File: src/rtl/fma_nan_sel_pkg.sv
package fma_nan_sel_pkg;

    typedef enum logic [1:0] {
        SEL_A   = 2'd0,
        SEL_B   = 2'd1,
        SEL_C   = 2'd2,
        SEL_DEF = 2'd3
    } sel_e;

    typedef enum logic [1:0] {
        POL_ADDEND_SIG_FIRST = 2'd0,
        POL_SIG_IN_ORDER     = 2'd1,
        POL_LEAD_THEN_ADDEND = 2'd2,
        POL_FIRST_NAN        = 2'd3
    } pol_e;

    typedef struct packed {
        logic is_nan;
        logic is_quiet;
        logic is_sig;
    } opclass_t;

    localparam int unsigned NUM_OPS = 3;

endpackage

File: src/rtl/nan_classify.sv
module nan_classify
    import fma_nan_sel_pkg::*;
#(
    parameter int unsigned EXP_W  = 8,
    parameter int unsigned FRAC_W = 23
) (
    input  logic [EXP_W+FRAC_W:0] val,
    output opclass_t              cls
);
    localparam int unsigned QBIT = FRAC_W - 1;

    logic exp_full;
    logic frac_nz;

    always_comb begin
        exp_full     = &val[FRAC_W +: EXP_W];
        frac_nz      = |val[FRAC_W-1:0];
        cls.is_nan   = exp_full && frac_nz;
        cls.is_quiet = exp_full && val[QBIT];
        cls.is_sig   = exp_full && !val[QBIT] && frac_nz;
    end
endmodule

File: src/rtl/nan_policy_pick.sv
module nan_policy_pick
    import fma_nan_sel_pkg::*;
(
    input  opclass_t   cls_a,
    input  opclass_t   cls_b,
    input  opclass_t   cls_c,
    input  logic       infzero,
    input  logic [1:0] policy,
    output sel_e       sel,
    output logic       iz_invalid
);
    pol_e pol;

    always_comb begin
        pol        = pol_e'(policy);
        sel        = SEL_B;
        iz_invalid = 1'b0;
        unique case (pol)
            POL_ADDEND_SIG_FIRST: begin
                if (infzero && cls_c.is_quiet) begin
                    sel        = SEL_DEF;
                    iz_invalid = 1'b1;
                end else if (cls_c.is_sig)   sel = SEL_C;
                else if (cls_a.is_sig)       sel = SEL_A;
                else if (cls_b.is_sig)       sel = SEL_B;
                else if (cls_c.is_quiet)     sel = SEL_C;
                else if (cls_a.is_quiet)     sel = SEL_A;
                else                         sel = SEL_B;
            end
            POL_SIG_IN_ORDER: begin
                if (infzero) begin
                    sel        = SEL_DEF;
                    iz_invalid = 1'b1;
                end else if (cls_a.is_sig)   sel = SEL_A;
                else if (cls_b.is_sig)       sel = SEL_B;
                else if (cls_c.is_sig)       sel = SEL_C;
                else if (cls_a.is_quiet)     sel = SEL_A;
                else if (cls_b.is_quiet)     sel = SEL_B;
                else                         sel = SEL_C;
            end
            POL_LEAD_THEN_ADDEND: begin
                if (infzero) begin
                    sel        = SEL_C;
                    iz_invalid = 1'b1;
                end else if (cls_a.is_nan)   sel = SEL_A;
                else if (cls_c.is_nan)       sel = SEL_C;
                else                         sel = SEL_B;
            end
            default: begin
                if (cls_a.is_nan)            sel = SEL_A;
                else if (cls_b.is_nan)       sel = SEL_B;
                else                         sel = SEL_C;
            end
        endcase
    end
endmodule

File: src/rtl/nan_result_form.sv
module nan_result_form
    import fma_nan_sel_pkg::*;
#(
    parameter int unsigned        DATA_W      = 32,
    parameter int unsigned        QBIT        = 22,
    parameter logic [DATA_W-1:0]  DEFAULT_NAN = 32'h7FC0_0000
) (
    input  logic [DATA_W-1:0]  op_a,
    input  logic [DATA_W-1:0]  op_b,
    input  logic [DATA_W-1:0]  op_c,
    input  logic [NUM_OPS-1:0] sig_vec,
    input  sel_e               sel,
    input  logic               dflt_mode,
    output logic [DATA_W-1:0]  result
);
    logic [DATA_W-1:0] picked;
    logic              quiet_it;

    always_comb begin
        picked   = DEFAULT_NAN;
        quiet_it = 1'b0;
        unique case (sel)
            SEL_A: begin picked = op_a; quiet_it = sig_vec[0]; end
            SEL_B: begin picked = op_b; quiet_it = sig_vec[1]; end
            SEL_C: begin picked = op_c; quiet_it = sig_vec[2]; end
            default: begin picked = DEFAULT_NAN; quiet_it = 1'b0; end
        endcase
        if (quiet_it) begin
            picked[QBIT] = 1'b1;
        end
        result = dflt_mode ? DEFAULT_NAN : picked;
    end
endmodule

File: src/rtl/fma_nan_sel.sv
module fma_nan_sel
    import fma_nan_sel_pkg::*;
#(
    parameter int unsigned EXP_W  = 8,
    parameter int unsigned FRAC_W = 23
) (
    input  logic                    clk,
    input  logic                    rst_n,
    input  logic                    in_valid,
    input  logic [EXP_W+FRAC_W:0]   op_a,
    input  logic [EXP_W+FRAC_W:0]   op_b,
    input  logic [EXP_W+FRAC_W:0]   op_c,
    input  logic                    infzero,
    input  logic [1:0]              policy,
    input  logic                    dflt_mode,
    output logic                    out_valid,
    output logic [1:0]              sel_code,
    output logic [EXP_W+FRAC_W:0]   result,
    output logic                    invalid
);
    localparam int unsigned       DATA_W      = EXP_W + FRAC_W + 1;
    localparam int unsigned       QBIT        = FRAC_W - 1;
    localparam logic [DATA_W-1:0] DEFAULT_NAN =
        {1'b0, {EXP_W{1'b1}}, 1'b1, {(FRAC_W-1){1'b0}}};

    typedef struct packed {
        logic              valid;
        sel_e              sel;
        logic [DATA_W-1:0] res;
        logic              inv;
    } state_t;

    state_t st_d, st_q;

    logic [DATA_W-1:0]  ops [NUM_OPS];
    opclass_t           cls [NUM_OPS];
    logic [NUM_OPS-1:0] sig_vec;
    sel_e               pick_sel;
    logic               iz_invalid;
    logic [DATA_W-1:0]  formed;

    assign ops[0] = op_a;
    assign ops[1] = op_b;
    assign ops[2] = op_c;

    for (genvar g = 0; g < NUM_OPS; g++) begin : g_cls
        nan_classify #(
            .EXP_W  (EXP_W),
            .FRAC_W (FRAC_W)
        ) u_cls (
            .val (ops[g]),
            .cls (cls[g])
        );
        assign sig_vec[g] = cls[g].is_sig;
    end

    nan_policy_pick u_pick (
        .cls_a      (cls[0]),
        .cls_b      (cls[1]),
        .cls_c      (cls[2]),
        .infzero    (infzero),
        .policy     (policy),
        .sel        (pick_sel),
        .iz_invalid (iz_invalid)
    );

    nan_result_form #(
        .DATA_W      (DATA_W),
        .QBIT        (QBIT),
        .DEFAULT_NAN (DEFAULT_NAN)
    ) u_form (
        .op_a      (op_a),
        .op_b      (op_b),
        .op_c      (op_c),
        .sig_vec   (sig_vec),
        .sel       (pick_sel),
        .dflt_mode (dflt_mode),
        .result    (formed)
    );

    always_comb begin
        st_d       = st_q;
        st_d.valid = in_valid;
        if (in_valid) begin
            st_d.sel = pick_sel;
            st_d.res = formed;
            st_d.inv = (|sig_vec) | iz_invalid;
        end
    end

    always_ff @(posedge clk or negedge rst_n) begin
        if (!rst_n) begin
            st_q <= '0;
        end else begin
            st_q <= st_d;
        end
    end

    assign out_valid = st_q.valid;
    assign sel_code  = st_q.sel;
    assign result    = st_q.res;
    assign invalid   = st_q.inv;
endmodule

File: config.mk
export PLATFORM = sky130hd
export DESIGN_NAME = fma_nan_sel
export DESIGN_NICKNAME = d
export VERILOG_FILES = /design/src/rtl/fma_nan_sel_pkg.sv /design/src/rtl/nan_classify.sv /design/src/rtl/nan_policy_pick.sv /design/src/rtl/nan_result_form.sv /design/src/rtl/fma_nan_sel.sv
export SDC_FILE = /design/constraint.sdc
export NUM_CORES = 1
export LEC_CHECK = 0
export BUFFER_PORTS_ARGS = -buffer_cell sky130_fd_sc_hd__buf_2
export CORE_ASPECT_RATIO = 0.8
export CORE_UTILIZATION = 40
export DETAILED_ROUTE_END_ITERATION = 10
export HOLD_SLACK_MARGIN = 0.06
export PLACE_DENSITY = 0.79
export SLEW_MARGIN = 20
export SYNTH_ARGS = -nofsm -noshare
export SYNTH_HDL_FRONTEND = slang
export SYNTH_HIERARCHICAL = 1
export SYNTH_SLANG_ARGS = --single-unit
File: constraint.sdc
create_clock -name clk -period 0.83 [get_ports clk]
set_input_delay 0.1245 -clock clk [delete_from_list [all_inputs] [get_ports clk]]
set_output_delay 0.1245 -clock clk [all_outputs]
set_load 0.05 [all_outputs]
== Word level (Yosys, flattened, before mapping) ==
Cells that the tools add are included.
Storage, ports and cells
  register bits after elaboration: 36
  output and inout port bits: 36
Cells by class
  equality and inequality tests: 4
  muxes and demuxes: 25
  bitwise logic cells: 1
  reductions and logical operators: 26
Operator list (count)
  $pmux 32 s3: 1
  $reduce_or 23->1: 3
  $mux 2: 16
  $mux 32: 1
  $reduce_and 8->1: 3
  $logic_and 1x1->1: 13
  $pmux 2 s3: 1
  $eq 2x1->1 const B: 2
  $eq 2x2->1 const B: 2
  $logic_not 2->1: 2
  $mux 1: 4
  $logic_not 1->1: 3
  $pmux 1 s3: 1
  $reduce_or 3->1: 1
  $pmux 1 s2: 1
  $reduce_or 2->1: 1
  $or 1x1->1: 1

== Longest topological paths before layout ==
Gate-level depths: netlist (run 1).
  word-level depth: 13
  depth in mapped cells: 12
  depth with buffers taken out: 10

== Hierarchy ==
Netlist (run 1), hierarchy kept.
Modules (own cells, without submodules)
  fma_nan_sel: times used 1, cells an instance 77, area an instance 1475.2 µm²
  nan_result_form: times used 1, cells an instance 136, area an instance 970.9 µm²
  nan_classify: times used 3, cells an instance 14, area an instance 105.1 µm²
  nan_policy_pick: times used 1, cells an instance 28, area an instance 209.0 µm²

== Least setup slack after synthesis (run 1) ==
No wires, ideal clock.
  kind: input to register
  start: in op_c[13]
  end: reg st_q, in the netlist result[25]
  setup time: 0.125 ns
  arrival time: 2.752 ns
  data required time: 0.705 ns
  path slack: -2.047 ns
  stages on the path: 12
  buffers on the path: 2
  path through: nor3_1 > and4_1 > a2111oi_1 > nor3b_1 > a2111oi_1 > a21oi_1 > buf_6 > buf_12 > mux2_4 > o22ai_1 > nand2_1 > mux2_4
RTL lines
  from (decl): line fma_nan_sel.sv:12  | input logic [EXP_W+FRAC_W:0] op_c,
  to (signal assigned): line fma_nan_sel.sv:95  | st_q <= st_d;
  to (decl): line fma_nan_sel.sv:33  | state_t st_d, st_q;

==> impl_metrics.toml, run 1 <==
[cts]
h-tree-depth = 2
cts_root_buf = "clkbuf_8"
cts.sink_count = 36
clockBufferDepth = 2
cts_made_buffers = 5
clk_latency_ns = 0.28
path_clk_slew_ns = 0.07
cts_tree = "built"

[place]
place_congestion = 0.967
io_buffers = 138
dp_hpwl_um = 7270
dp_cells = 550

[global_route]
grt_pass1_vias = 3301
grt-ovfl-total = 0
grt_use_total_pct = 26.1
grt_max_degree = 37
antenna_found_initial = 0
grt_pass1_wl_um = 15900

[finish]
drive_gt1_share_pct = 65.7
fillCellCount = 511
instances_no_fill = 591
multi_input_area_sq_um = 2120
final_cell_mix = "buf_2 (98), buf_4 (76), buf_6 (42)"
final_common_cell = "buf_2"
seq_area_sq_um = 901
diodes = 0
area.growth.synth_to_final_pct = 69.4
fin_nets = 610
utilization_pct = 71.6

[synthesis]
ys_seq_area_share_pct = 30.3
synth_area_per_cell_sq_um = 10.5
ys.warnings.count = 6
synth_edf_count = 0
synth_cell_types = 38
synth_seq_cells = 36
synth_fp_nets = 390
synthArstFlopShare_pct = 100
synth_area_sq_um = 2970
netlist_instances = 283
synth_ff_type = "dfrtp_1"

[sta]
fin_tns_setup_ns = -62.79
setup_ws_ns = -1.77
finalHoldViolCount = 0
fin_worst_skew_ns = 0
max_slew.worst_pin.slew_ns = 0.466
fin_crit_ns = 2.60
rsz0062_at_grt = "yes"
slew_headroom_pct = 68.9
drv_slew = 0
timing.final.crit_share_pct = 313
setup_viol_count_final = 71
max_freq_mhz = 384

[setup_path]
worstPathArrival_ns = 2.77
cp.required_ns = 1.00
cp-start-kind = "input port"
end_kind = "register"
regToRegSetupSlack_ns = -0.10
rr_worst_depth = 2
critPathKind = "input port to register"
cp_max_fo = 4

[pwr]
power_density_nw_per_um2 = 1420
p_seq_share_pct = 29.6
power_frac_clock_pct = 21.7
p_leak_uw = 0.00240
ir_worst_vdd_v = 0.00112
combPwrFrac_pct = 48.7
swShare_pct = 36.1
p_sw_uw = 2580
intPower_uw = 4560

[run_status]
status = "finished, violations left"
violations = "design-rule violations, negative setup slack"

[floorplan]
io_pins = 139
start_util_pct = 42.3
row_count = 27
fp.dieH_um = 79.1
dieArea_sq_um = 7780
core-area_sq_um = 7030
die_x_um = 98.3

[route]
ant_nets = 0
drt-initial-drc-count = 141
drc = 8
vias_per_cell = 5.46
drt_wl_total_um = 10400
wl_per_cell_um = 17.6
vias = 3227
firstDrtPassIters = 10

[min_path]
min_path_type = "input port to register"
hold_depth = 4

[flow_run]
maxCapViolCount = 0
[kinds of logic after synthesis]
group,share of synthesized area (%)
adders and majority gates,1.68
AOI/OAI and AO/OA,12.6
buffers and inverters,6.99
muxes,27.8
DFF,30.3
and+or+nand+nor,20.6
[metrics by stage]
step	setup WS [ns]	power [uW]	area, sq um	hold WS [ns]
finish	-1.77	7140	5030	0.240
global route	-1.86	7440	5030	0.261
CTS	-1.72	7060	4920	0.225
detailed placement	-2.19	4810	4150	0.111
global placement	-2.05	4760	4150	0.101
floorplan	-1.80	3910	3010	-0.171
[sequential cells by signal, indices dropped and copies added, names as in the netlist]
register   cells
sel_code       2
out_valid      1
invalid        1
result        32
[cell usage after synthesis (4+ instances only)]
cell / count / share of area (%)
ha_1: 4 / 1.7
a2111oi_1: 4 / 1.3
o22ai_1: 8 / 1.7
a21oi_2: 12 / 3.5
inv_1: 6 / 0.76
or2_1: 23 / 4.8
buf_2: 4 / 0.67
or4_4: 6 / 2.3
nor4_1: 11 / 2.3
nand2_1: 31 / 3.9
mux2_4: 33 / 17
nand4_1: 6 / 1.3
a21oi_1: 14 / 2.4
clkbuf_1: 4 / 0.51
buf_12: 6 / 4.0
mux2i_1: 23 / 7.8
mux2_2: 6 / 2.3
nor3_1: 7 / 1.2
dfrtp_1: 36 / 30
[final cells by class]
type | count | area share (%)
Tap cell | 87 | 2.16
Clock buffer | 6 | 1.44
Clock inverter | 2 | 0.696
Timing Repair Buffer | 229 | 35.2
Sequential cell | 36 | 17.9
Multi-Input combinational cell | 224 | 42.1
Inverter | 7 | 0.522
[power groups by stage]
| stage | registers, uW | clock network [uW] | logic [uW] |
|---|---|---|---|
| 4_1_cts | 2110 | 1610 | 3350 |
| 2_1_floorplan | 2800 | 0 | 1110 |
| 5_1_grt | 2130 | 1660 | 3640 |
| 6_report | 2110 | 1550 | 3480 |
| 3_3_place_gp | 2090 | 0 | 2660 |
| 3_5_place_dp | 2100 | 0 | 2720 |
[layer usage]
layer | vias up | wire length (um) | global-route usage [%] | share of wire, %
li1 | 1492 | - | - | -
met1 | 1556 | 4300 | 31.6 | 41
met2 | 160 | 5220 | 47.6 | 50
met3 | 19 | 684 | 5.46 | 6.6
met4 | 0 | 180 | 6.27 | 1.7
met5 | - | 0 | 0 | 0
[worst max-delay path: stages]
cell	delay, ns
buf_6	0.09
or4_4	0.54
nor2_4	0.20
a211oi_2	0.11
nor4b_2	0.37
a2111oi_4	0.09
a21oi_4	0.23
buf_6	0.17
mux2_4	0.31
o22ai_2	0.18
nand2_1	0.08
mux2_4	0.27
[final timing paths]
path	end	start
worst max-delay path	result[30]	op_a[8]
worst max register to register	result[30]	result[30]
worst min register to register	result[18]	result[18]
max in group asynchronous	result[29]	rst_n
worst min-delay path	result[29]	op_c[29]
min in group asynchronous	result[11]	rst_n
[what timing repair did]
| action | in CTS | in global routing |
|---|---|---|
| gates resized for setup | 103 | 19 |
| endpoints found under the hold margin | 37 | 0 |
| pin swaps | 20 | 17 |
| setup buffers | 25 | 4 |
| hold buffers | 2 | 0 |
| endpoints found under the setup margin | 71 | 71 |
| cloned | 3 | 0 |
No activity file was read; power rests on OpenSTA's default activity.
==> run 2, diff against run 1 <==
- CORE_ASPECT_RATIO: 0.8 -> 1.5
- REMOVE_ABC_BUFFERS: unset -> 1
==> run 2 against run 1 <==
The flow finishes with violations (negative setup slack). Die area is essentially flat. Clock skew is the same. Fmax shrank 5.7%. Sequential cell count is the same. Final cell count grew 3.2%. Utilization grew 1.8 points. Global-route usage grew 2.5 points. Critical path type unchanged.
==> impl_metrics.toml, run 2 (same netlist as run 1, synthesis figures left out) <==
[run_status]
status = "finished, violations left"
violations = "negative setup slack"

[setup_path]
slowest_delay_ns = 0.54
cp_max_fo = 7
cpMaxStageDelayCell = "or4_4"
startpoint = "op_c[4]"
cpMostUsedCell = "buf_12"
critPathKind = "input port to register"
reg2reg_to = "result[3]"
timing.rr.start = "result[3]"
endpoint = "result[10]"
cp-start-kind = "input port"
crit_path_cell_trace = "buf_6, or4_4, nor2_4, a2111oi_4, buf_4, nor4b_4, o31ai_4, a21oi_4, buf_12, buf_12, mux2i_1, or2_1, a21oi_2, mux2_4"
end_kind = "register"
rr_worst_depth = 2
worstPathArrival_ns = 2.94
regToRegSetupSlack_ns = -0.10
cp.required_ns = 1.02

[finish]
final_area_sq_um = 5310
final_cell_mix = "buf_2 (96), buf_4 (74), buf_6 (51)"
largest_register_ffs = 32
drive_gt1_share_pct = 69.6
area.growth.synth_to_final_pct = 78.6
fin_nets = 616
final_common_cell = "buf_2"
diodes = 0

[cts]
cts_root_buf = "clkbuf_8"
path_clk_slew_ns = 0.08
clockBufferDepth = 2
cts_tree = "built"
cts_made_buffers = 5
h-tree-depth = 2
cts.sink_count = 36
clk_latency_ns = 0.30

[sta]
fin_worst_skew_ns = 0
setup_viol_count_final = 71
fin_crit_ns = 2.76
rsz0062_at_grt = "yes"
drv_slew = 0
slew_headroom_pct = 58.5
max_freq_mhz = 363
setup_ws_ns = -1.93
max_slew.worst_pin.slew_ns = 0.619
finalHoldViolCount = 0
timing.final.crit_share_pct = 332

[route]
drc = 0
wl_per_cell_um = 18.9
drt_wl_total_um = 11500
vias_per_cell = 5.44
firstDrtPassIters = 4
ant_nets = 0
vias = 3317
drt-initial-drc-count = 201

[min_path]
min_path_type = "input port to register"

[floorplan]
core-area_sq_um = 7230
io_pins = 139
dieArea_sq_um = 7780
start_util_pct = 41.1
fp.dieH_um = 108
row_count = 38
die_x_um = 72.4

[pwr]
power_density_nw_per_um2 = 1340
total_power_uw = 7080
p_leak_uw = 0.00249
ir_worst_vdd_v = 0.000926

[global_route]
grt_pass1_vias = 3454
antenna_found_initial = 0
grt_use_total_pct = 28.6
grt-ovfl-total = 0
grt_max_degree = 37
grt_pass1_wl_um = 16900

[flow_run]
maxCapViolCount = 0

[place]
place_congestion = 0.936
io_buffers = 138
dp_hpwl_um = 7180
dpl_cell_area_sq_um = 4110
run 2: cell count changes in the layout (fill, tap and decap cells not counted), moves of 7 or more:
| cell | delta |
|---|---|
| buf_6 | +9 |
| nand2_1 | -8 |
| nand2_2 | +8 |
| a21oi_1 | -7 |
| a21oi_2 | +7 |
run 2: what timing repair did:
item / in CTS / in global routing
resized for setup: 118 / 43
endpoints found under the setup margin: 71 / 71
gates cloned: 5 / 1
pin swaps: 24 / 20
setup buffers: 23 / 12
endpoints found under the hold margin: 36 / 0
hold buffers: 1 / 0
run 2: cell type report:
| type | count | area [sq um] |
|---|---|---|
| clock inverter | 3 | 18.8 |
| clock buffer | 5 | 68.8 |
| tap | 100 | 125 |
| fill | 474 | 1920 |
| timing repair buffer | 235 | 1920 |
| sequential | 36 | 901 |
| inverter | 7 | 26.3 |
| multi-input combinational | 224 | 2250 |
run 2: power by group:
part           internal (uW)  total (uW)  switching, uW
sequential              1950        2110            157
clock                    586        1270            683
combinational           1830        3700           1870
total                   4370        7080           2710
run 2: metrics by stage:
stage / TNS [ns] / hold WS (ns) / util, % / cells / setup WS, ns
5_1_grt: -71.52 / 0.201 / 73.4 / 610 / -2.02
2_1_floorplan: -129.10 / -0.171 / - / 266 / -3.86
6_report: -67.46 / 0.208 / 73.4 / 610 / -1.93
4_1_cts: -65.10 / 0.198 / 69.2 / 597 / -1.80
3_3_place_gp: -74.63 / 0.0975 / 56.8 / 560 / -2.23
3_5_place_dp: -77.15 / 0.105 / 56.8 / 560 / -2.33
run 2: metal layers:
layer	share of wire (%)	track usage [%]	routed length [um]
met1	38	32.0	4350
met3	3.7	4.31	430
met2	54	51.9	6170
met5	0	0	0
met4	4.8	13.3	555
run 2: how the worst min path moves through the flow:
| stage | to | from | cells past startpoint |
|---|---|---|---|
| floorplan | invalid | rst_n | 0 |
| global placement | result[16] | rst_n | 2 |
| detailed placement | result[16] | rst_n | 2 |
| CTS | out_valid | in_valid | 2 |
| global route | out_valid | in_valid | 2 |
| finish | out_valid | in_valid | 2 |
run 2: worst max-delay path: cells and delay by family:
| family | cells | cell delay [ns] |
|---|---|---|
| and+or+nand+nor | 4 | 1.19 |
| muxes | 2 | 0.51 |
| buffers and inverters | 4 | 0.58 |
| AOI/OAI and AO/OA | 4 | 0.54 |
